File: config.mk
export PLATFORM = sky130hd
export DESIGN_NAME = spchrom_ctrl
export DESIGN_NICKNAME = d
export VERILOG_FILES = /design/src/rtl/spchrom_pkg.sv /design/src/rtl/spchrom_strobe.sv /design/src/rtl/spchrom_shift.sv /design/src/rtl/spchrom_ctrl.sv
export SDC_FILE = /design/constraint.sdc
export NUM_CORES = 1
export LEC_CHECK = 0
export ABC_AREA = 1
export BUFFER_PORTS_ARGS = -buffer_cell sky130_fd_sc_hd__buf_2
export CORE_AREA = 2 2 71 73
export CTS_CLUSTER_SIZE = 16
export DETAILED_ROUTE_END_ITERATION = 12
export DIE_AREA = 0 0 73 75
export GPL_ROUTABILITY_DRIVEN = 0
export PLACE_DENSITY = 0.75
export SLEW_MARGIN = 20
export SYNTH_ARGS = -nofsm -noshare
export SYNTH_HDL_FRONTEND = slang
export SYNTH_HIERARCHICAL = 1
export SYNTH_SLANG_ARGS = --single-unit
File: constraint.sdc
create_clock -name clk -period 2 [get_ports clk]
set_clock_uncertainty 0.2 [all_clocks]
set_input_delay 0.2 -clock clk [delete_from_list [all_inputs] [get_ports clk]]
set_output_delay 0.2 -clock clk [all_outputs]
set_load 0.02 [all_outputs]
File: src/rtl/spchrom_pkg.sv
package spchrom_pkg;
   typedef enum logic [1:0] {
      CMD_IDLE = 2'd0,
      CMD_READ = 2'd1,
      CMD_LOAD = 2'd2,
      CMD_JUMP = 2'd3
   } vcmd_t;
endpackage

File: src/rtl/spchrom_strobe.sv
module spchrom_strobe
   import spchrom_pkg::*;
(
   input  logic       clk,
   input  logic       rst,
   input  logic       host_clk,
   input  logic       host_clk_mask,
   input  logic       sel_i,
   input  logic [1:0] mode_i,
   output logic       strobe,
   output logic       cmd_vld,
   output vcmd_t      cmd
);
   logic       clk_q;
   logic [1:0] mode_q;

   // qualified falling edge of the host clock
   assign strobe  = clk_q & ~host_clk & ~host_clk_mask & sel_i;
   // a command needs a mode bit that rose since the last qualified edge
   assign cmd_vld = strobe & (|(mode_i & ~mode_q));
   assign cmd     = vcmd_t'(mode_i);

   always_ff @(posedge clk) begin
      if (rst) begin
         clk_q  <= 1'b0;
         mode_q <= 2'b00;
      end else begin
         clk_q <= host_clk;
         if (strobe) mode_q <= mode_i;
      end
   end

   // an accepted command always carries a nonzero code
   a_r3_no_idle_cmd: assert property (@(posedge clk) disable iff (rst)
      cmd_vld |-> (mode_i != 2'b00));
endmodule

File: src/rtl/spchrom_shift.sv
module spchrom_shift #(
   parameter int NIB_MODE = 0,
   parameter int BIT_REV  = 0
) (
   input  logic       clk,
   input  logic       rst,
   input  logic       load,
   input  logic       rot,
   input  logic       odd,
   input  logic [7:0] din,
   output logic [3:0] dq_o
);
   logic [7:0] din_o;
   logic [7:0] sa, sa_nx;
   logic [3:0] nib_v, bit_v, dq_nx;

   if (BIT_REV != 0) begin : g_rev
      for (genvar i = 0; i < 8; i++) begin : g_bit
         assign din_o[i] = din[7-i];
      end
   end else begin : g_fwd
      assign din_o = din;
   end

   assign sa_nx = load ? din_o : {sa[0], sa[7:1]};
   assign nib_v = odd ? sa_nx[6:3] : sa_nx[3:0];
   assign bit_v = {sa_nx[0], 3'b000};
   assign dq_nx = (NIB_MODE != 0) ? nib_v : bit_v;

   always_ff @(posedge clk) begin
      if (rst) begin
         sa   <= 8'h00;
         dq_o <= 4'h0;
      end else if (load | rot) begin
         sa   <= sa_nx;
         dq_o <= dq_nx;
      end
   end

   // fetch and rotate are never requested together
   a_r6_one_op: assert property (@(posedge clk) disable iff (rst)
      !(load && rot));
endmodule

File: src/rtl/spchrom_ctrl.sv
module spchrom_ctrl
   import spchrom_pkg::*;
#(
   parameter int NIBS     = 5,
   parameter int ROM_AW   = 14,
   parameter int NIB_MODE = 0,
   parameter int BIT_REV  = 0
) (
   input  logic              clk,
   input  logic              rst,
   input  logic              host_clk,
   input  logic              host_clk_mask,
   input  logic              sel_i,
   input  logic [1:0]        mode_i,
   input  logic [3:0]        nyb_i,
   output logic [ROM_AW-1:0] rom_addr,
   input  logic [7:0]        rom_data,
   output logic [3:0]        dq_o
);
   localparam int         ADDR_W   = 4 * NIBS;
   localparam logic [2:0] STEP_MAX = (NIB_MODE != 0) ? 3'd1 : 3'd7;

   if (NIBS < 4 || NIBS > 8) begin : g_bad_nibs
      $error("spchrom_ctrl: NIBS must be 4..8");
   end
   if (ROM_AW < 8 || ROM_AW > 16 || ROM_AW > ADDR_W) begin : g_bad_aw
      $error("spchrom_ctrl: ROM_AW must be 8..16 and fit the address");
   end

   logic              strobe, cmd_vld;
   vcmd_t             cmd, prev_cmd;
   logic [ADDR_W-1:0] addr;
   logic [2:0]        step, step_nx;
   logic              rb_pend;
   logic [7:0]        lo_byte;
   logic              read_go, jump_ok;

   spchrom_strobe u_strobe (
      .clk           (clk),
      .rst           (rst),
      .host_clk      (host_clk),
      .host_clk_mask (host_clk_mask),
      .sel_i         (sel_i),
      .mode_i        (mode_i),
      .strobe        (strobe),
      .cmd_vld       (cmd_vld),
      .cmd           (cmd)
   );

   assign read_go  = cmd_vld && (cmd == CMD_READ) && (prev_cmd != CMD_LOAD);
   assign step_nx  = (step + 3'd1) & STEP_MAX;
   assign jump_ok  = (prev_cmd == CMD_LOAD) ||
                     ((prev_cmd == CMD_READ) && (step == 3'd0));
   assign rom_addr = addr[ROM_AW-1:0];

   spchrom_shift #(.NIB_MODE(NIB_MODE), .BIT_REV(BIT_REV)) u_shift (
      .clk  (clk),
      .rst  (rst),
      .load (read_go && (step == 3'd0)),
      .rot  (read_go && (step != 3'd0)),
      .odd  (step[0]),
      .din  (rom_data),
      .dq_o (dq_o)
   );

   always_ff @(posedge clk) begin
      if (rst) begin
         addr     <= '0;
         step     <= 3'd0;
         prev_cmd <= CMD_IDLE;
         rb_pend  <= 1'b0;
         lo_byte  <= 8'h00;
      end else if (rb_pend) begin
         // second phase of a jump: high byte is on the port now
         addr[ROM_AW-1:0] <= ROM_AW'({rom_data, lo_byte});
         rb_pend          <= 1'b0;
      end else if (cmd_vld) begin
         prev_cmd <= cmd;
         case (cmd)
            CMD_READ: begin
               if (prev_cmd == CMD_LOAD) begin
                  step <= 3'd0;
               end else begin
                  step <= step_nx;
                  if (step_nx == 3'd0) addr <= addr + 1'b1;
               end
            end
            CMD_LOAD: begin
               if (prev_cmd == CMD_READ) begin
                  addr[3:0] <= nyb_i;
                  step      <= 3'd0;
               end else if (prev_cmd == CMD_LOAD) begin
                  for (int p = 1; p < NIBS; p++) begin
                     if (step == 3'(p - 1)) addr[4*p +: 4] <= nyb_i;
                  end
                  step <= step + 3'd1;
               end
            end
            CMD_JUMP: begin
               if (jump_ok) begin
                  step    <= 3'd0;
                  lo_byte <= rom_data;
                  addr    <= addr + 1'b1;
                  rb_pend <= 1'b1;
               end
            end
            default: ;
         endcase
      end
   end

   // the data pins move only on a qualified host clock edge
   a_r2_quiet: assert property (@(posedge clk) disable iff (rst)
      !strobe |=> $stable(dq_o));

   // a read right after a load leaves data alone and clears the step
   a_r5_dummy: assert property (@(posedge clk) disable iff (rst)
      (cmd_vld && cmd == CMD_READ && prev_cmd == CMD_LOAD) |=>
      (step == 3'd0 && $stable(dq_o)));

   // the last step of a byte advances the address by one
   a_r8_wrap: assert property (@(posedge clk) disable iff (rst)
      (read_go && step == STEP_MAX) |=> (addr == $past(addr) + 1'b1));

   // the jump's second phase lasts one cycle and never meets a command
   a_r9_phase: assert property (@(posedge clk) disable iff (rst)
      rb_pend |-> (!cmd_vld ##1 !rb_pend));

   // a jump that is not allowed leaves the address untouched
   a_r10_skip: assert property (@(posedge clk) disable iff (rst)
      (cmd_vld && cmd == CMD_JUMP && !jump_ok) |=> ($stable(addr) && !rb_pend));
endmodule

==> flow_summary.json, run 1 <==
{
  "coreArea_um2": 4660,
  "fin_crit_ps": 1850,
  "ios": 37,
  "ys_types": 33,
  "postRouteAntennaNets": 0,
  "crit_type": "flop to flop",
  "yosysSeqAreaShare_pct": 31.3,
  "worstPathArrival_ps": 1830,
  "grt.met1_usage_pct": 31.3,
  "cts_buffers": 5,
  "path_delay_family": "simple AND/OR/NAND/NOR gates",
  "nNetsFinal": 471,
  "ff2ff_setup_slack_ps": 150,
  "crit_path_max_fanout": 7,
  "setup_viol": 0,
  "hp-start": "rom_data[1]",
  "final_util_pct": 62.3,
  "area.growth.synth_to_final_pct": 16.3,
  "dr.pass1.iters": 4,
  "fmax_ghz": 0.541,
  "critical_path_depth": 12,
  "yosysWarningCount": 6,
  "design.die.area_um2": 5480,
  "final_area_um2": 2900,
  "top_usage_layer": "met2",
  "synthTopCellsByArea": "dfxtp_1, nand2_1, nor2_1, inv_1, o21ai_0",
  "synth_top_area_cell": "dfxtp_1",
  "synthArstFlopShare_pct": 0,
  "ys_ff_latch": 39,
  "netlist_instances": 401,
  "slowest_stage": "dfxtp_2",
  "hpwl_mm": 4.39,
  "drv_cap": 0,
  "dieWidth_um": 73,
  "htreeDepth": 2,
  "synth_top_area_share_pct": 31.3,
  "synth_area_um2": 2500,
  "status": "completed",
  "power_uw": 1550,
  "grt_overflow": 0,
  "path_cells": "inv_1, ha_2, inv_1, buf_4, nand3_2, nand2_1, nand2_2, buf_4, nand3_2, nand2_1, o21ai_1, nor2_1",
  "viasPerCell": 5.13,
  "regToRegEndpoint": "addr[3]",
  "end_kind": "flop",
  "final_hold_viol_count": 0,
  "synth_most_common_cell": "nand2_1",
  "powerDensity_nw_per_um2": 533,
  "grt_pass1_wl_mm": 10.2,
  "regToRegStartpoint": "prev_cmd[0]",
  "grt_pass1_vias": 2307,
  "initial_core_util_pct": 53.6,
  "cp.required_ps": 1980,
  "drt_iter0_drc": 143,
  "crit_buf_inv": 4,
  "dp.cells": 485,
  "grt_use_met2_pct": 38.4,
  "totalWireLength_mm": 5.90,
  "min_path_cells": 3,
  "peakVddDrop_mv": 0.432,
  "period_share_pct": 92.4,
  "layoutNonFillerInstCount": 499,
  "p_leak_uw": 0.00137,
  "io_buffers": 33,
  "avgSynthCellArea_um2": 6.23,
  "route.detailed.drc": 0,
  "drive_above_1_share_pct": 20.9,
  "synth_ff_type": "dfxtp_1",
  "hold_end": "lo_byte[1]",
  "hold_class": "input port to flop",
  "rr_worst_depth": 12,
  "postPlaceCellArea_um2": 2710,
  "grt_use_met3_pct": 4.28,
  "synth.top_cells.by_count": "nand2_1, nor2_1, inv_1, dfxtp_1, o21ai_0",
  "grtUsageTotal_pct": 23.7,
  "maxSlewViolCount": 0,
  "num_vias": 2558,
  "start_kind": "flop",
  "cts.root.buffer_cell": "clkbuf_8",
  "cts_max_path_buffers": 2,
  "cts_tree": "built",
  "n_antenna_cell": 0,
  "clk_pin_slew_ps": 80,
  "die_y_um": 75,
  "wl_per_cell_um": 11.8,
  "grt_antenna_before_repair": 0,
  "setup_tns_ps": 0,
  "synth_edf_count": 0,
  "critPathMaxStageDelay_ps": 350,
  "cts_sinks": 39,
  "clk_latency_ps": 300,
  "grt_max_degree": 24,
  "rows": 25
}
how the worst max path moves through the flow:
stage              startpoint         end  slack [ps]
6_report          prev_cmd[0]     addr[3]         150
5_1_grt        u_strobe/clk_q     step[2]          -5
4_1_cts        u_strobe/clk_q  lo_byte[3]          10
3_5_place_dp         host_clk  lo_byte[2]         -20
3_3_place_gp         host_clk  lo_byte[4]          40
2_1_floorplan     prev_cmd[0]     addr[4]         230
cell usage in the layout (no fill, tap or decap), types with 5 or more instances in the layout:
master	n
dfxtp_1	35
nand2_2	8
clkbuf_8	7
nor2_1	50
o21ai_0	26
dlygate4sd3_1	5
ha_1	6
buf_4	9
a21oi_1	26
inv_1	45
nand3_1	13
nand3_2	5
buf_2	33
inv_2	9
nand2_1	123
repair_timing:
item / CTS / global route
gates resized for setup: 0 / 17
endpoints found under the hold margin: 5 / 0
setup buffers: 0 / 1
endpoints found under the setup margin: 0 / 19
hold buffers: 5 / 0
cells by family (layout without fill, tap and decap cells):
logic type,after synthesis,after routing,synth area share [%]
adder cells (fa/ha/maj),8,8,4.01
AND/OR/NAND/NOR,215,215,37.2
other,1,3,0.150
buffers and inverters,68,110,11.8
flip-flops,39,39,31.3
AO/OA/AOI/OAI,70,70,15.6
flip-flops by register name, indices dropped and copies added (netlist names):
register	cells
addr	14
prev_cmd	2
step	3
u_shift/sa	8
u_strobe/clk_q	1
u_strobe/mode_q	2
rb_pend	1
lo_byte	8
cell type report:
class | count | area (µm²)
Timing Repair Buffer | 47 | 283
Sequential cell | 39 | 786
Inverter | 55 | 206
Multi-Input combinational cell | 296 | 1460
Clock inverter | 1 | 7.51
Tap cell | 54 | 67.6
Clock buffer | 7 | 96.3
Fill cell | 446 | 1760
where the power goes:
part | internal [µW] | switching (µW) | total [µW] | leakage (µW)
combinational | 54.9 | 99.5 | 154 | 0.00101
clock | 314 | 294 | 608 | 0.0000505
sequential | 781 | 3.44 | 784 | 0.000316
total | 1150 | 397 | 1550 | 0.00137
through the flow:
stage	worst slack (ps)	hold WS, ps
after CTS	14.7	2.06
after detailed placement	-17.3	249
after global placement	39.9	249
after floorplan	227	62.4
final	152	2.49
after global routing	-5.26	26.2
routing by layer:
metal | part of all wire [%] | vias up
li1 | - | 1336
met1 | 49 | 1151
met2 | 45 | 59
met3 | 3.6 | 12
met4 | 2.2 | 0
met5 | 0 | -
worst reg2reg max path: cells and delay by family (launching register included):
family          cells  cell delay, ps
buf+inv             4             440
fa+ha+maj           1             180
simple gates        6             500
flops               1             350
compound gates      1              80
(Power assumes the default switching activity.)
==> run 2, diff against run 1 <==
Settings changed: CORE_AREA 2 2 71 73 to 2 2 89 91, DIE_AREA 0 0 73 75 to 0 0 91 93, PLACE_DENSITY 0.75 to 0.51.
==> flow_summary.json, run 2 (synthesis gave the netlist of run 1 again) <==
{
  "drv_cap": 0,
  "end_kind": "flop",
  "start_kind": "flop",
  "layout_commonest_cell": "nand2_1",
  "setup_viol": 0,
  "regMostFlops": "addr",
  "cts_tree": "built",
  "route.detailed.drc": 0,
  "cts_sinks": 39,
  "rows": 32,
  "viasPerCell": 4.66,
  "peakVddDrop_mv": 0.274,
  "grt_pass1_wl_mm": 11.2,
  "initial_core_util_pct": 33.2,
  "design.die.area_um2": 8460,
  "wl_per_cell_um": 11.9,
  "power_uw": 1500,
  "nFillCells": 879,
  "maxSlewViolCount": 0,
  "clk_pin_slew_ps": 80,
  "rsz0062_at_grt": "yes",
  "cts.root.buffer_cell": "clkbuf_8",
  "io_buffers": 33,
  "final_hold_viol_count": 0,
  "largest_register_ff_count": 14,
  "area.growth.synth_to_final_pct": 20.6,
  "cp.required_ps": 1990,
  "totalWireLength_mm": 6.56,
  "ff_latch_area_um2": 785,
  "die_y_um": 93,
  "p_leak_uw": 0.00140,
  "period_share_pct": 94.7,
  "dr.pass1.iters": 4,
  "coreArea_um2": 7530,
  "hold_class": "input port to flop",
  "drt_iter0_drc": 120,
  "final_area_um2": 3010,
  "dieWidth_um": 91,
  "postRouteAntennaNets": 0,
  "crit_path_max_fanout": 5,
  "worstPathArrival_ps": 1880,
  "multi_input_area_um2": 1460,
  "num_vias": 2576,
  "grt_overflow": 0,
  "grtUsageTotal_pct": 16.3,
  "post-place-ws_ps": 2.59,
  "drive_above_1_share_pct": 21.7,
  "crit_type": "flop to flop",
  "grt_antenna_before_repair": 0,
  "grt_max_degree": 24,
  "nNetsFinal": 477,
  "largestRegisters": "addr: 14 flops, lo_byte: 8 flops, u_shift/sa: 8 flops",
  "cts_buffers": 5,
  "n_antenna_cell": 0,
  "grt_pass1_vias": 2469,
  "htreeDepth": 2,
  "clk_latency_ps": 300,
  "finalWorstSetupSlack_ps": 106,
  "cts_max_path_buffers": 2,
  "status": "completed",
  "final_cell_mix": "nand2_1, nor2_1, inv_1",
  "setup_tns_ps": 0,
  "postPlaceCellArea_um2": 2810,
  "fin_crit_ps": 1890,
  "powerDensity_nw_per_um2": 498,
  "hpwl_mm": 4.97,
  "final_util_pct": 40.0,
  "ios": 37,
  "fmax_ghz": 0.528
}
run 2: critical path, cell delays in order (launching register included):
cell,delay [ps]
dfxtp_1,310
nand2_1,50
inv_2,70
nand3_2,80
o21ai_2,160
inv_2,70
nor2_2,160
nand2_1,90
o21ai_0,170
nand2_1,150
a22oi_1,220
nor2_1,50
run 2: repair_timing:
item | CTS | global route
hold buffers | 6 | 0
hold endpoints to repair | 6 | 0
setup endpoints to repair | 0 | 26
resized for setup | 0 | 17
setup buffers | 0 | 2
run 2: through the flow:
| stage | instances | hold slack (ps) |
|---|---|---|
| after floorplan | 403 | 62.4 |
| after global placement | 537 | 250 |
| after detailed placement | 537 | 250 |
| after CTS | 551 | 3.97 |
| after global routing | 553 | 31.3 |
| final | 553 | 11.8 |
run 2: metal layers:
metal	global-route usage, %	wire length, µm	vias to the layer above
met4	5.56	137	0
met5	0	0	-
met2	27.3	2940	69
met3	2.90	347	16
met1	21.2	3140	1139
li1	-	-	1352
run 2: power breakdown:
part / internal, µW / leakage (µW) / total (µW) / switching (µW)
Sequential: 781 / 0.000316 / 784 / 3.44
Combinational: 61.2 / 0.00104 / 163 / 102
Clock: 243 / 0.0000402 / 552 / 308
run 2: cell type report:
cell class,instances,area share [%]
multi-input cells,296,48.5
clock inverters,3,0.664
flip-flops and latches,39,26.0
well taps,102,4.24
clock buffers,5,2.28
repair buffers,53,11.4
inverters,55,6.85
run 2: worst paths after layout:
path / startpoint / end / slack (ps) / depth (start not counted)
max: u_strobe/clk_q / step[2] / 110 / 11
min: rom_data[3] / lo_byte[3] / 10 / 3
max reg2reg: u_strobe/clk_q / step[2] / 110 / 11
min reg2reg: u_shift/sa[3] / u_shift/sa[3] / 270 / 2
